$ cat src/rtl/xcvr_pkg.sv
// Package: shared types and helpers for the dual-direction transceiver.
// Assumes: nothing beyond IEEE 1800-2017 synthesizable subset.
package xcvr_pkg;

    // Update action of one direction's storage word.
    typedef enum logic [1:0] {
        MODE_HOLD    = 2'd0,
        MODE_PASS    = 2'd1,
        MODE_CAPTURE = 2'd2
    } store_mode_e;

    // Select the storage action from the latch enable and the clock-rise flag.
    function automatic store_mode_e pick_mode(input logic le, input logic rise);
        if (le)        return MODE_PASS;
        else if (rise) return MODE_CAPTURE;
        else           return MODE_HOLD;
    endfunction

endpackage

$ cat src/rtl/xcvr_edge_detect.sv
// Module: xcvr_edge_detect
// Detects a rising edge of a slow control clock that is sampled on the
// system clock. Assumes the control clock is already synchronous to clk.
// The history flop follows the input even during reset, so a clock held
// high through reset release is not taken for an edge.
module xcvr_edge_detect (
    input  logic clk,
    input  logic sig_i,
    output logic rise_o
);
    logic prev_q;

    // Remember the level sampled at the previous system edge.
    always_ff @(posedge clk) begin
        prev_q <= sig_i;
    end

    // A rise is a high sample that follows a low one.
    always_comb begin
        rise_o = sig_i & ~prev_q;
    end
endmodule

$ cat src/rtl/xcvr_bus_keeper.sv
// Module: xcvr_bus_keeper
// Resolves each input bit. With HOLD_EN=1, a bit whose external-drive flag
// is low reads as the last value seen while it was driven (the keeper
// clears to 0 on reset). With HOLD_EN=0, the raw wire value is used.
// Assumes drive flags and data come from the same sampling instant.
module xcvr_bus_keeper #(
    parameter int W       = 18,
    parameter bit HOLD_EN = 1'b1
) (
    input  logic         clk,
    input  logic         rst_n,
    input  logic [W-1:0] wire_i,
    input  logic [W-1:0] drv_i,
    output logic [W-1:0] res_o
);
    generate
        if (HOLD_EN) begin : g_hold
            logic [W-1:0] keep_q;
            for (genvar i = 0; i < W; i++) begin : g_bit
                // Per-bit keeper: reload whenever the bit is driven.
                always_ff @(posedge clk) begin
                    if (!rst_n)        keep_q[i] <= 1'b0;
                    else if (drv_i[i]) keep_q[i] <= wire_i[i];
                end
                // Driven bits pass; undriven bits read the keeper.
                always_comb begin
                    res_o[i] = drv_i[i] ? wire_i[i] : keep_q[i];
                end
            end
        end else begin : g_raw
            // No keeper: the wire value is taken as is.
            always_comb begin
                res_o = wire_i;
            end
        end
    endgenerate
endmodule

$ cat src/rtl/xcvr_dir_path.sv
// Module: xcvr_dir_path
// One transfer direction: input resolution, clock-edge detection, the
// pass/capture/hold storage word and the registered driver enable.
// Assumes all control inputs are synchronous to clk. Every output changes
// one system clock after the sampling edge.
module xcvr_dir_path
    import xcvr_pkg::*;
#(
    parameter int W       = 18,
    parameter bit HOLD_EN = 1'b1
) (
    input  logic         clk,
    input  logic         rst_n,
    input  logic         oe_i,
    input  logic         le_i,
    input  logic         xclk_i,
    input  logic [W-1:0] src_i,
    input  logic [W-1:0] src_drv_i,
    output logic [W-1:0] dst_o,
    output logic         dst_oe_o
);
    logic [W-1:0] src_res;
    logic         xclk_rise;
    store_mode_e  mode;
    logic [W-1:0] store_q;
    logic         oe_q;

    xcvr_bus_keeper #(.W(W), .HOLD_EN(HOLD_EN)) u_keep (
        .clk    (clk),
        .rst_n  (rst_n),
        .wire_i (src_i),
        .drv_i  (src_drv_i),
        .res_o  (src_res)
    );

    xcvr_edge_detect u_edge (
        .clk    (clk),
        .sig_i  (xclk_i),
        .rise_o (xclk_rise)
    );

    // Choose this cycle's storage action.
    always_comb begin
        mode = pick_mode(le_i, xclk_rise);
    end

    // Storage word: follow, capture or hold the resolved source.
    always_ff @(posedge clk) begin
        if (!rst_n) begin
            store_q <= '0;
        end else begin
            unique case (mode)
                MODE_PASS:    store_q <= src_res;
                MODE_CAPTURE: store_q <= src_res;
                default:      store_q <= store_q;
            endcase
        end
    end

    // Driver enable: registered, forced off in reset.
    always_ff @(posedge clk) begin
        if (!rst_n) oe_q <= 1'b0;
        else        oe_q <= oe_i;
    end

    // Drive the destination port from the storage word.
    always_comb begin
        dst_o    = store_q;
        dst_oe_o = oe_q;
    end
endmodule

$ cat src/rtl/dual_path_bus_xcvr.sv
// Module: dual_path_bus_xcvr (top)
// W-bit transceiver between bus A and bus B. It has two independent
// direction paths, each with its own enable, latch enable and transfer clock.
// Assumes the bus wires are resolved outside and the environment never
// enables both drivers together.
module dual_path_bus_xcvr #(
    parameter int W       = 18,
    parameter bit HOLD_EN = 1'b1
) (
    input  logic         clk,
    input  logic         rst_n,
    input  logic         ab_oe_i,
    input  logic         ab_le_i,
    input  logic         ab_clk_i,
    input  logic         ba_oe_i,
    input  logic         ba_le_i,
    input  logic         ba_clk_i,
    input  logic [W-1:0] a_in_i,
    input  logic [W-1:0] a_drv_i,
    output logic [W-1:0] a_out_o,
    output logic         a_oe_o,
    input  logic [W-1:0] b_in_i,
    input  logic [W-1:0] b_drv_i,
    output logic [W-1:0] b_out_o,
    output logic         b_oe_o
);
    // A-to-B path: sources from A, drives B.
    xcvr_dir_path #(.W(W), .HOLD_EN(HOLD_EN)) u_ab (
        .clk       (clk),
        .rst_n     (rst_n),
        .oe_i      (ab_oe_i),
        .le_i      (ab_le_i),
        .xclk_i    (ab_clk_i),
        .src_i     (a_in_i),
        .src_drv_i (a_drv_i),
        .dst_o     (b_out_o),
        .dst_oe_o  (b_oe_o)
    );

    // B-to-A path: sources from B, drives A.
    xcvr_dir_path #(.W(W), .HOLD_EN(HOLD_EN)) u_ba (
        .clk       (clk),
        .rst_n     (rst_n),
        .oe_i      (ba_oe_i),
        .le_i      (ba_le_i),
        .xclk_i    (ba_clk_i),
        .src_i     (b_in_i),
        .src_drv_i (b_drv_i),
        .dst_o     (a_out_o),
        .dst_oe_o  (a_oe_o)
    );
endmodule

$ cat config.mk
export PLATFORM = sky130hd
export DESIGN_NAME = dual_path_bus_xcvr
export DESIGN_NICKNAME = d
export VERILOG_FILES = /design/src/rtl/xcvr_pkg.sv /design/src/rtl/xcvr_edge_detect.sv /design/src/rtl/xcvr_bus_keeper.sv /design/src/rtl/xcvr_dir_path.sv /design/src/rtl/dual_path_bus_xcvr.sv
export SDC_FILE = /design/constraint.sdc
export NUM_CORES = 1
export LEC_CHECK = 0
export BUFFER_PORTS_ARGS = -buffer_cell sky130_fd_sc_hd__clkbuf_2
export CAP_MARGIN = 25
export CORE_AREA = 5 5 84 86
export CTS_BUF_LIST = sky130_fd_sc_hd__clkbuf_4 sky130_fd_sc_hd__clkbuf_8 sky130_fd_sc_hd__clkbuf_16
export CTS_CLUSTER_SIZE = 20
export DETAILED_ROUTE_END_ITERATION = 8
export DIE_AREA = 0 0 89 91
export MAX_ROUTING_LAYER = met4
export PLACE_DENSITY = 0.78
export SYNTH_ARGS = -nofsm -noshare
export SYNTH_HDL_FRONTEND = slang
export SYNTH_SLANG_ARGS = --single-unit
$ cat constraint.sdc
create_clock -name clk -period 1.4 [get_ports clk]
set_input_delay 0.14 -clock clk [delete_from_list [all_inputs] [get_ports clk]]
set_output_delay 0.14 -clock clk [all_outputs]
set_load 0.02 [all_outputs]
Yosys cells after proc, flatten, opt, wreduce, memory -nomap -nowiden
Cells that the tools add are included.

Bits in registers: 76. Input bits: 80. Output and inout port bits: 38. Logic and storage cells: 92.

Equality and inequality tests: 4. Muxes and demuxes: 40. Bitwise logic cells: 4. Reduce and logical (&&, ||, !) cells: 2.

Operators with widths (count): $mux W1 (36); $mux W2 (4); $eq A2 B1 Y1 const B (2); $eq A2 B2 Y1 const B (2); $reduce_or A2 Y1 (2); $and A1 B1 Y1 (2); $not A1 Y1 (2).

Longest topological paths before layout
Gate-level depths: netlist (run 1).

Depth in word-level cells: 6. Mapped depth: 5. Depth with buffers taken out: 3.

By module
A second synthesis (run 1) with hierarchy kept.

Cells, all modules: 284. Area, all modules: 3168.0 µm².

By module, submodules not included: xcvr_dir_path (times used 2, cells an instance 85, area an instance 797.0 µm², seq. area each 380.4 µm²); xcvr_bus_keeper (times used 2, cells an instance 55, area an instance 753.2 µm², seq. area each 360.3 µm²); xcvr_edge_detect (times used 2, cells an instance 2, area an instance 33.8 µm², seq. area each 20.0 µm²).

Worst setup path before layout (run 1)
OpenSTA, ideal clock, no wires.

Kind: register to register. Start: register u_ba.u_edge.prev_q. End: register u_ba.store_q[0], in the netlist u_ba.dst_o[0]. Setup time: 122 ps. Arrival: 887 ps. Required time: 1278 ps. Slack: 391 ps. Stages on the path, launching flop included: 5. Path buffers: 2. Period minus slack after synthesis: 1009 ps. Cells stage by stage: dfxtp_1 -> nor2b_4 -> buf_6 -> buf_8 -> o311a_1.

Cells in the longest elaborated chain, start to end: 6. Elaborated cells between the ends (all ways): 7. Classes of those cells: 2 x eq/ne; 2 x mux; 2 x bitwise; 1 x reduce/logical.

Ends and longest elaborated chain: start: declaration (RTL line xcvr_edge_detect.sv:11) `logic prev_q;`; start signal: assignment (RTL line xcvr_edge_detect.sv:15) `prev_q <= sig_i;`; $not A1 Y1 * (RTL line xcvr_edge_detect.sv:20) `rise_o = sig_i & ~prev_q;`; $and A1 B1 Y1 * (RTL line xcvr_edge_detect.sv:20); $mux W2 * (RTL line xcvr_pkg.sv:15) `else if (rise) return MODE_CAPTURE;`; $mux W2 * (RTL line xcvr_pkg.sv:14) `if (le) return MODE_PASS;`; $eq A2 B1 Y1 / $eq A2 B2 Y1 (equally long branches) (RTL line xcvr_dir_path.sv:52) `unique case (mode)`; $reduce_or A2 Y1 (no source line) *; end signal: assignment (RTL line xcvr_dir_path.sv:53) `MODE_PASS: store_q <= src_res;`; end signal: assignment (RTL line xcvr_dir_path.sv:54) `MODE_CAPTURE: store_q <= src_res;`; end signal: assignment (RTL line xcvr_dir_path.sv:55) `default: store_q <= store_q;`; end: declaration (RTL line xcvr_dir_path.sv:25) `logic [W-1:0] store_q;`.

Mark *: on every way between the ends. The rest lies on a longest branch, timed or not. A chain may end at the register's enable or synchronous reset.

Worst setup path after layout (run 1)
Start: input port ba_clk_i. End: register u_ba.store_q[2], in the netlist u_ba.dst_o[2].

Cells in the longest elaborated chain, start to end: 5. Elaborated cells between the ends (all ways): 6. Classes of those cells: 2 x eq/ne; 2 x mux; 1 x bitwise; 1 x reduce/logical.

Ends and longest elaborated chain: start: declaration (RTL line dual_path_bus_xcvr.sv:17) `input logic ba_clk_i,`; $and A1 B1 Y1 * (RTL line xcvr_edge_detect.sv:20); $mux W2 * (RTL line xcvr_pkg.sv:15); $mux W2 * (RTL line xcvr_pkg.sv:14); $eq A2 B1 Y1 / $eq A2 B2 Y1 (equally long branches) (RTL line xcvr_dir_path.sv:52); $reduce_or A2 Y1 (no source line) *.

Marks and branches as above.

==> out/qor.txt, run 1 <==
Post-synthesis sequential element count -> 76
Period minus WS final -> 1310 ps
Max_cap viols -> 0
Clock tree from TritonCTS -> done
Area Growth Syn to Fin -> 28.2%
VDD IR-drop max -> 0.000865 V
Slew HR -> 57.1%
Commonest non-fill, non-tap cell in the layout -> clkbuf_2
Reg-to-reg startpoint -> u_ba.u_edge.prev_q$_DFF_P_
Number of global-route vias before repair -> 2,230
Final GP Congestion -> 0.674
# port buffers -> 117
# resized after CTS -> 0
Share of layout cells above drive strength 1 -> 39.6%
Status -> finished clean
Num CTS Buffers -> 9
Total grt overflow -> 0
Die width -> 89 µm
H-tree depth -> 3
Critical Path Slowest Stage Cell -> dlygate4sd3_1
P_leak -> 1.82 nW
Layout Nets -> 439
DRT iter0 DRCs -> 37
HP Class -> input port to flip-flop
Reg-to-reg critical path endpoint -> u_ba.dst_o[2]$_SDFFE_PN0P_
Dpl hpwl -> 4350 µm
Largest buffer count on any clock path -> 2
Full die area -> 0.00810 mm²
Post-layout util -> 60.0%
WL final -> 5980 µm
Crit path cell chain -> dlygate4sd3_1 > clkbuf_2 > nor2b_4 > buf_12 > o21ai_0 > o311a_1
Drt pass-1 iters -> 4
Antenna violations before repair -> 0
Worst setup endpoint -> u_ba.dst_o[2]$_SDFFE_PN0P_
Multi-input combinational cell area -> 0.00118 mm²
Worst hold slack -> 8.39 ps
Critical path class -> input port to flip-flop
Critical Path Start -> ba_clk_i
Element type at the critical path start -> input port
Clock root cell -> clkbuf_8
Initial core utilization -> 46.8%
Routed WL per cell -> 13.6 µm
CP Capture Type -> flip-flop
Total negative slack -> 0 ps
Netlist cell types -> 14
Cell accounting for the most synthesized area -> dfxtp_1
Rows -> 29
Peak Freq -> 0.765 GHz
Worst Reg-to-Reg Cells -> 4
CTS sink count -> 76
Crit path max-delay family -> buffers and inverters
FF+latch area -> 0.00152 mm²
Fin. max-slew vios -> 0
RSZ-0062 raised after global routing -> no
Largest net degree at the start of global routing -> 75
Clock-pin slew on the worst setup and hold paths -> 70 ps
Most frequent cells in the layout -> clkbuf_2 (117), dfxtp_1 (76), mux2i_1 (36), nor2b_1 (36), o311a_1 (36)
Setup Buffers After CTS -> 0
Flop2flop setup slack -> 220 ps
Worst path bufs/invs -> 3
DR vias -> 2,246
Cts hold-fix bufs -> 3
I/O Pins -> 118
Setup violators final -> 0
Area share of the largest cell type after synthesis -> 52.4%
Placed cell areas -> 0.00347 mm²
Top cells by area, synth -> dfxtp_1 (52%), mux2i_1 (12%), o311a_1 (12%), nor2b_1 (7.8%), o21ai_1 (3.3%)
Cell count along the critical path -> 6
# DRC -> 0
Synth Cell Area -> 0.00291 mm²
Final period util -> 93.4%
Arr. time, crit path -> 1530 ps
Final total power -> 4.91 mW
Final instance area -> 0.00372 mm²
Sequential area share after synthesis -> 52.4%
Die Y -> 91 µm
Slowest stage delay, CP -> 520 ps
First-pass GRT wire length -> 9600 µm
Hold violation count in the final report -> 0
Power per Cell Area -> 1320 mW/mm²
Syn Inst Count -> 248
Worst-Margin Slew -> 643 ps
Via-per-instance ratio -> 5.09
ANT cells -> 0
Critical Path RT -> 1630 ps
Synthesized Nets -> 328
ANT nets after route -> 0
Worst-path fanout max -> 26
Gr usage total -> 15.4%
Latest clock arrival within the worst-skew pair -> 340 ps
Yosys warns -> 0
Core box area -> 0.00620 mm²
Fill count -> 545
Syn avg cell area -> 11.7 µm²
Clk_skew -> 10.1 ps
[registers in the layout, summed over array words and instances, names as in the netlist]
register	cells
u_ba.dst_o	18
u_ab.u_edge.prev_q	1
u_ab.dst_oe_o	1
u_ba.u_keep.g_hold.keep_q	18
u_ab.u_keep.g_hold.keep_q	18
u_ab.dst_o	18
u_ba.u_edge.prev_q	1
u_ba.dst_oe_o	1
[per-stage QoR]
stage,instances,worst slack [ps]
finish,441,92.7
global route,441,11.7
CTS,441,103
detailed placement,422,229
global placement,422,309
floorplan,248,391
[final cells by class]
cell class                      instances  area share (%)
Sequential cell                        76            40.9
Multi-Input combinational cell        148            31.8
Clock inverter                          4            1.95
Timing Repair Buffer                  124            18.7
Tap cell                               77            2.59
Clock buffer                           12            4.10
[synth_stat cells]
master    instances
o21ai_2           5
dfxtp_1          76
buf_4             1
o311a_1          36
buf_8             3
clkbuf_1          3
o21ai_0          12
and2_1            2
nor2b_1          36
buf_6             8
nor2b_4           2
mux2i_1          36
buf_2             9
o21ai_1          19
[worst min path at each step]
stage / start / to / slack [ps] / cells past startpoint
2_1_floorplan: ab_clk_i / u_ab.u_edge.prev_q$_DFF_P_ / 170 / 0
3_3_place_gp: ab_clk_i / u_ab.u_edge.prev_q$_DFF_P_ / 270 / 1
3_5_place_dp: ba_clk_i / u_ba.u_edge.prev_q$_DFF_P_ / 260 / 1
4_1_cts: ab_oe_i / u_ab.dst_oe_o$_SDFF_PN0_ / 2 / 2
5_1_grt: ab_oe_i / u_ab.dst_oe_o$_SDFF_PN0_ / 6 / 2
6_report: ab_oe_i / u_ab.dst_oe_o$_SDFF_PN0_ / 8 / 2
[kinds of logic after synthesis]
logic type	Yosys count	synth area share, %
simple gates	40	9.13
buf+inv	24	6.85
mux	36	12.4
flops	76	52.4
compound gates	72	19.3
[power breakdown]
part           switching, mW  total (mW)  internal (mW)
registers             0.0651        2.38           2.31
clock network          0.752        1.84           1.09
logic                  0.364       0.692          0.328
total                   1.18        4.91           3.73
[worst register-to-register path: cells and delay by family (launching register included)]
| kind | cells | cell delay [ps] |
|---|---|---|
| AO/OA/AOI/OAI | 2 | 280 |
| flip-flops | 1 | 320 |
| AND/OR/NAND/NOR | 1 | 250 |
| buffers and inverters | 1 | 200 |
[layer usage]
layer,track usage [%],up-vias,routed length (µm)
met5,-,-,0
met4,6.82,0,97
met3,5.25,9,557
met2,24.2,79,2770
met1,17.5,1020,2550
li1,-,1138,-
No activity file was read; power rests on OpenSTA's default activity.
==> inputs of run 2 (changes only) <==
--- a/config.mk
+++ b/config.mk
@@ -7,13 +7,14 @@
 export LEC_CHECK = 0
 export BUFFER_PORTS_ARGS = -buffer_cell sky130_fd_sc_hd__clkbuf_2
 export CAP_MARGIN = 25
-export CORE_AREA = 5 5 84 86
+export CORE_AREA = 5 5 87 89
 export CTS_BUF_LIST = sky130_fd_sc_hd__clkbuf_4 sky130_fd_sc_hd__clkbuf_8 sky130_fd_sc_hd__clkbuf_16
 export CTS_CLUSTER_SIZE = 20
 export DETAILED_ROUTE_END_ITERATION = 8
-export DIE_AREA = 0 0 89 91
+export DIE_AREA = 0 0 92 94
 export MAX_ROUTING_LAYER = met4
 export PLACE_DENSITY = 0.78
 export SYNTH_ARGS = -nofsm -noshare
 export SYNTH_HDL_FRONTEND = slang
+export SYNTH_HIERARCHICAL = 1
 export SYNTH_SLANG_ARGS = --single-unit
==> out/qor.txt, run 2 <==
# placed instances -> 465 (+10%)
Critical path class -> input port to flip-flop
Sequential area share after synthesis -> 48.0% (-4.3 points)
CP Capture Type -> flip-flop
Placed cell areas -> 0.00375 mm² (+8.2%)
Power per Cell Area -> 1140 mW/mm² (-13%)
Antenna violations before repair -> 0 (unchanged)
Synth top cells by count -> dfxtp_1 (76), mux2_4 (36), nand2_1 (36), o211ai_1 (36), and2_1 (34)
Latest clock arrival within the worst-skew pair -> 330 ps (about the same)
Gr usage total -> 16.4% (+1.0 points)
First-pass GRT wire length -> 11,200 µm (+17%)
Clock root cell -> clkbuf_8
ANT nets after route -> 0 (unchanged)
Num CTS Buffers -> 9 (unchanged)
Slowest stage delay, CP -> 530 ps (about the same)
Number of global-route vias before repair -> 2,539 (+14%)
RSZ-0062 raised after global routing -> no
# DRC -> 0 (unchanged)
Area Growth Syn to Fin -> 25.9%
Most frequent cell after synthesis -> dfxtp_1
Post-layout util -> 59.7% (-0.31 points)
Clk_skew -> 5.01 ps (-5.07 ps)
Drt pass-1 iters -> 4 (unchanged)
Clock-pin slew on the worst setup and hold paths -> 80 ps (about the same)
Element type at the critical path start -> input port
DR vias -> 2,414 (+7.5%)
Max_cap viols -> 0 (unchanged)
Largest net degree at the start of global routing -> 111 (+48%)
Slew HR -> 74.7% (+18 points)
Arr. time, crit path -> 1460 ps (-70 ps)
Fin cells -> 486 (+10%)
Netlist cell types -> 15 (+1)
I/O Pins -> 118 (unchanged)
P_leak -> 1.85 nW (+1.8%)
Final period util -> 86.7% (-6.7 points)
Routed WL per cell -> 13.6 µm (+0.37%)
WL final -> 6610 µm (+11%)
Flop2flop setup slack -> 240 ps (+20 ps)
Syn avg cell area -> 11.2 µm² (-4.8%)
Final GP Congestion -> 0.748 (+11%)
ANT cells -> 0 (unchanged)
Status -> finished clean
HP Class -> input port to flip-flop
Synthesized Nets -> 364 (+11%)
Rows -> 30 (+3.4%)
Critical Path Slowest Stage Cell -> dlygate4sd3_1
Layout Nets -> 483 (+10%)
Most frequent cells in the layout -> clkbuf_2 (116), dfxtp_1 (76), nand2_1 (36), o211ai_1 (36), mux2_4 (36)
DRT iter0 DRCs -> 46 (+24%)
Cell accounting for the most synthesized area -> dfxtp_1
Worst hold slack -> 13.8 ps (+5.42 ps)
H-tree depth -> 3 (unchanged)
Worst-path fanout max -> 18 (-31%)
Post-Route M1 WL -> 2950 µm (+15%)
Setup violators final -> 0 (unchanged)
Commonest non-fill, non-tap cell in the layout -> clkbuf_2
Clock tree from TritonCTS -> done
Via-per-instance ratio -> 4.97 (-2.5%)
Hold path depth -> 2 (unchanged)
Largest buffer count on any clock path -> 2 (unchanged)
Top sig layer -> met4
Fin. max-slew vios -> 0 (unchanged)
Number of flops mapped to enable cells by yosys -> 0 (unchanged)
Metal3 WL -> 273 µm (-51%)
Critical Path RT -> 1650 ps (+20 ps)
Die Y -> 94 µm (+3.3%)
Metal2 WL -> 3230 µm (+16%)
Final instance area -> 0.00399 mm² (+7.1%)
Initial core utilization -> 47.4% (+0.59 points)
Crit path cell chain -> dlygate4sd3_1 > clkbuf_2 > nor2b_4 > or2_4 > o21ai_0
Peak Freq -> 0.824 GHz (+7.7%)
Top cells by area, synth -> dfxtp_1 (48%), mux2_4 (17%), o211ai_1 (8.5%), and2_1 (6.7%), o21ai_2 (5.5%)
Final total power -> 4.56 mW (-7.1%)
VDD IR-drop max -> 0.000584 V (-32%)
Share of layout cells above drive strength 1 -> 50.5% (+11 points)
Total grt overflow -> 0 (unchanged)
Period minus WS final -> 1210 ps (-93.9 ps)
Yosys warns -> 6 (+6)
Core box area -> 0.00668 mm² (+7.7%)
Syn Inst Count -> 284 (+15%)
Area share of the largest cell type after synthesis -> 48.0% (-4.3 points)
Top_reg_cell synth -> dfxtp_1
Post-synthesis sequential element count -> 76 (unchanged)
Async set-reset flop share out of synthesis -> 0% (unchanged)
Fill count -> 580 (+6.4%)
# port buffers -> 117 (unchanged)
CTS sink count -> 76 (unchanged)
Dpl hpwl -> 4700 µm (+8.1%)
Full die area -> 0.00865 mm² (+6.8%)
Hold violation count in the final report -> 0 (unchanged)
Die width -> 92 µm (+3.4%)
Synth Cell Area -> 0.00317 mm² (+9.0%)
Worst Reg-to-Reg Cells -> 4 (unchanged)
Worst-Margin Slew -> 379 ps (-264 ps)
-- run 2: cell types whose count changed after synthesis, moves of 36 or more --
cell / before / now
o211ai_1: 0 / 36
nand2_1: 0 / 36
nor2b_1: 36 / 0
mux2_4: 0 / 36
o311a_1: 36 / 0
mux2i_1: 36 / 0
-- run 2: worst max-delay path: cells and delay by family --
family	cells	cell delay (ps)
buffers and inverters	2	640
AND/OR/NAND/NOR	2	470
AO/OA/AOI/OAI	1	200
-- run 2: metrics by stage --
step                      setup TNS, ps  worst slack, ps
final                                 0              187
after global routing                  0              146
after CTS                             0             27.6
after detailed placement           -122            -38.6
after global placement                0             54.0
after floorplan                       0              238
-- run 2: kinds of logic after synthesis --
kind of cell    share of synthesized area [%]
buf+inv                                  4.98
simple gates                             13.3
compound gates                           16.6
mux                                      17.1
flops                                    48.0
-- run 2: report_power, final --
part / internal (mW) / total, mW / switching, mW / leakage [nW]
logic: 0.365 / 0.719 / 0.354 / 1.13
clock network: 0.764 / 1.49 / 0.728 / 0.0941
registers: 2.29 / 2.35 / 0.0559 / 0.627
total: 3.42 / 4.56 / 1.14 / 1.85
-- run 2: path summary, 6_finish.rpt --
path / startpoint / end
setup reg to reg: u_ba/u_edge/prev_q$_DFF_P_ / u_ba/dst_o[14]$_SDFFE_PN0P_
hold / removal: ba_oe_i / u_ba/dst_oe_o$_SDFF_PN0_
setup / recovery: ab_clk_i / u_ab/dst_o[0]$_SDFFE_PN0P_
hold reg to reg: u_ab/dst_o[7]$_SDFFE_PN0P_ / u_ab/dst_o[7]$_SDFFE_PN0P_
-- run 2: layout make-up --
cell class              instances  area, µm²  area share [%]
multi-input cells             186       1490            37.4
clock buffers                  12        165            4.14
well taps                      80        100            2.51
flip-flops and latches         76       1520            38.1
clock inverters                 2       10.0           0.251
repair buffers                130        701            17.6
-- run 2: what timing repair did --
item | CTS | global route
endpoints found under the setup margin | 8 | 9
hold buffers | 2 | 0
buffers inserted | 0 | 5
resized for setup | 1 | 1
hold endpoints to repair | 2 | 0
-- run 2: per-layer routing --
metal | GRT usage (%) | vias to the layer above
met2 | 26.5 | 67
met1 | 19.1 | 1103
li1 | - | 1229
met4 | 8.79 | 0
met3 | 3.45 | 15
met5 | - | -
==> inputs of run 3 (changes only) <==
--- a/config.mk
+++ b/config.mk
@@ -5,15 +5,16 @@
 export SDC_FILE = /design/constraint.sdc
 export NUM_CORES = 1
 export LEC_CHECK = 0
+export ABC_AREA = 1
 export BUFFER_PORTS_ARGS = -buffer_cell sky130_fd_sc_hd__clkbuf_2
-export CAP_MARGIN = 25
-export CORE_AREA = 5 5 87 89
+export CORE_AREA = 5 5 90 92
 export CTS_BUF_LIST = sky130_fd_sc_hd__clkbuf_4 sky130_fd_sc_hd__clkbuf_8 sky130_fd_sc_hd__clkbuf_16
 export CTS_CLUSTER_SIZE = 20
 export DETAILED_ROUTE_END_ITERATION = 8
-export DIE_AREA = 0 0 92 94
+export DIE_AREA = 0 0 95 97
 export MAX_ROUTING_LAYER = met4
-export PLACE_DENSITY = 0.78
+export PLACE_DENSITY = 0.77
+export RECOVER_POWER = 25
 export SYNTH_ARGS = -nofsm -noshare
 export SYNTH_HDL_FRONTEND = slang
 export SYNTH_HIERARCHICAL = 1
==> out/qor.txt, run 3 <==
Number of flops mapped to enable cells by yosys -> 0 (unchanged)
Hold path depth -> 4 (+2)
Latest clock arrival within the worst-skew pair -> 340 ps (about the same)
Worst-path fanout max -> 26 (+8)
Total grt overflow -> 0 (unchanged)
Critical path class -> input port to flip-flop
# resized after CTS -> 0 (-1)
Element type at the critical path start -> input port
Peak Freq -> 0.778 GHz (-5.6%)
P_leak -> 2.87 nW (+55%)
WL final -> 6960 µm (+5.3%)
Number of global-route vias before repair -> 2,834 (+12%)
DR vias -> 3,169 (+31%)
Netlist cell types -> 10 (-5)
Routed WL per cell -> 8.74 µm (-36%)
Final GP Congestion -> 0.731 (-2.3%)
ANT nets after route -> 0 (unchanged)
Cell accounting for the most synthesized area -> dfxtp_1
Syn avg cell area -> 6.09 µm² (-45%)
H-tree depth -> 3 (unchanged)
Most frequent cell after synthesis -> inv_1
VDD IR-drop max -> 0.000546 V (-6.5%)
Mux contribution to synthesized area -> 0% (-17 points)
CP Capture Type -> flip-flop
Layout Nets -> 772 (+60%)
Switch share -> 25.6% (+0.67 points)
CTS sink count -> 76 (unchanged)
Dpl hpwl -> 5390 µm (+15%)
Synthesized Nets -> 648 (+78%)
Flop pwr share -> 45.0% (-6.5 points)
I/O Pins -> 118 (unchanged)
ANT cells -> 0 (unchanged)
RSZ-0062 raised after global routing -> no
Area share of the largest cell type after synthesis -> 44.0% (-4.0 points)
Clk_skew -> 4.88 ps (-0.128 ps)
Comb pwr share -> 16.2% (+0.4 points)
Gr usage total -> 16.2% (-0.12 points)
Max_cap viols -> 0 (unchanged)
Die Y -> 97 µm (+3.2%)
Clock-pin slew on the worst setup and hold paths -> 80 ps (about the same)
Sequential area share after synthesis -> 44.0% (-4.0 points)
Die width -> 95 µm (+3.3%)
Num CTS Buffers -> 9 (unchanged)
Post-synthesis sequential element count -> 76 (unchanged)
Worst Reg-to-Reg Cells -> 6 (+2)
Rows -> 31 (+3.3%)
# placed instances -> 776 (+67%)
HP Class -> input port to flip-flop
Fraction of the mapped netlist area in compound gates -> 0% (-17 points)
Yosys warns -> 6 (unchanged)
Area Growth Syn to Fin -> 27.2%
Sw power -> 1.37 mW (+20%)
Syn Inst Count -> 568 (+100%)
Full die area -> 0.00922 mm² (+6.6%)
Setup violators final -> 0 (unchanged)
Antenna violations before repair -> 0 (unchanged)
Fin. max-slew vios -> 0 (unchanged)
Total negative slack -> 0 ps (unchanged)
Cell internal pwr -> 3.97 mW (+16%)
Fill count -> 714 (+23%)
Largest buffer count on any clock path -> 2 (unchanged)
Top cells by area, synth -> dfxtp_1 (44%), inv_1 (20%), nand2_1 (20%), nor2_1 (12%), buf_6 (2.6%)
# DRC -> 0 (unchanged)
Largest family of logic cells by synthesized area -> simple AND/OR/NAND/NOR gates
Slew HR -> 78.2% (+3.4 points)
Most frequent cells in the layout -> inv_1 (184), nand2_1 (182), clkbuf_2 (115)
Largest net degree at the start of global routing -> 27 (-76%)
Arr. time, crit path -> 1530 ps (+70 ps)
Clock tree from TritonCTS -> done
Async set-reset flop share out of synthesis -> 0% (unchanged)
Simple-gate share of the synthesized area -> 32.5% (+19 points)
Critical Path RT -> 1640 ps (about the same)
Top_reg_cell synth -> dfxtp_1
Drt pass-1 iters -> 6 (+2)
First-pass GRT wire length -> 11,700 µm (+4.5%)
Power per Cell Area -> 1210 mW/mm² (+6.0%)
Worst-Margin Slew -> 327 ps (-51.7 ps)
Clk network pwr share -> 38.9% (+6.2 points)
Via-per-instance ratio -> 3.98 (-20%)
Period minus WS final -> 1290 ps (+72.6 ps)
Initial core utilization -> 48.5% (+1.0 points)
Share of layout cells above drive strength 1 -> 20.2% (-30 points)
Synth Cell Area -> 0.00346 mm² (+9.2%)
Status -> finished clean
Final period util -> 91.9% (+5.2 points)
Adder-cell share of the synthesized area -> 0% (unchanged)
Hold violation count in the final report -> 0 (unchanged)
Fin cells -> 796 (+64%)
# port buffers -> 117 (unchanged)
Commonest non-fill, non-tap cell in the layout -> inv_1
DRT iter0 DRCs -> 61 (+33%)
Clock root cell -> clkbuf_8
Core box area -> 0.00714 mm² (+6.8%)
Synth top cells by count -> inv_1 (184), nand2_1 (182), nor2_1 (108)
XOR/XNOR share of the synthesized area -> 0% (unchanged)
run 3: cell types whose count changed in the layout (fill, tap and decap cells not counted), sizes merged:
cell,change
clkinv,-1
dlygate4sd3,+2
buf,-8
inv,+186
or2,-2
nor2b,-2
nor2,+112
nand2,+146
clkbuf,+1
o21ai,-36
and2,-38
o211ai,-36
bufinv,+3
mux2,-36
run 3: critical path, stage by stage:
cell	delay, ps
dlygate4sd3_1	550
clkbuf_1	110
inv_1	60
nor2_2	40
nor2_4	250
buf_12	200
nand2_1	60
nand2_1	50
nor2_1	40
run 3: final timing paths:
| path | slack (ps) | end | start |
|---|---|---|---|
| max | 110 | u_ab/dst_o[14]$_SDFFE_PN0P_ | ab_clk_i |
| min | 70 | u_ba/u_keep/g_hold.keep_q[9]$_SDFF_PN0_ | b_drv_i[9] |
| max reg2reg | 300 | u_ba/dst_o[4]$_SDFFE_PN0P_ | u_ba/u_edge/prev_q$_DFF_P_ |
| min reg2reg | 520 | u_ba/dst_o[12]$_SDFFE_PN0P_ | u_ba/dst_o[12]$_SDFFE_PN0P_ |
run 3: per-stage QoR:
step	setup WS, ps	hold WS (ps)	utilization (%)	power [mW]	area, µm²
4_1_cts	119	52.0	61.7	5.40	4400
2_1_floorplan	472	168	-	3.02	3460
3_5_place_dp	314	267	57.6	3.31	4110
3_3_place_gp	333	266	57.6	3.28	4110
5_1_grt	6.19	54.9	61.6	5.63	4400
6_report	114	67.6	61.6	5.33	4400
run 3: area by class of cell:
class                   count  area (µm²)  share of cell area [%]
flip-flops and latches     76        1520                    34.6
multi-input cells         294        1120                    25.5
inverters                 186         698                    15.9
repair buffers            125         678                    15.4
clock buffers              12         159                    3.61
well taps                  99         124                    2.82
clock inverters             4        95.1                    2.16
run 3: timing repair:
| item | CTS | global route |
|---|---|---|
| hold buffers | 4 | 0 |
| endpoints found under the hold margin | 4 | 0 |
| buffers inserted | 0 | 0 |
run 3: power by group through the flow:
stage / Clock (mW) / Sequential (mW) / Combinational (mW)
4_1_cts: 2.12 / 2.40 / 0.876
2_1_floorplan: 0 / 2.55 / 0.465
6_report: 2.07 / 2.40 / 0.862
3_3_place_gp: 0 / 2.45 / 0.836
5_1_grt: 2.21 / 2.42 / 0.994
3_5_place_dp: 0 / 2.45 / 0.862
run 3: per-layer routing:
metal  track usage, %  part of all wire (%)
met1             18.5                    44
met2             27.1                    49
met3             3.72                   5.4
met4             6.66                   1.4
met5                -                     0
run 3: kinds of logic (layout without fill, tap and decap cells):
family | count (synthesis) | in the layout
and+or+nand+nor | 294 | 294
buffers and inverters | 198 | 327
DFF | 76 | 76
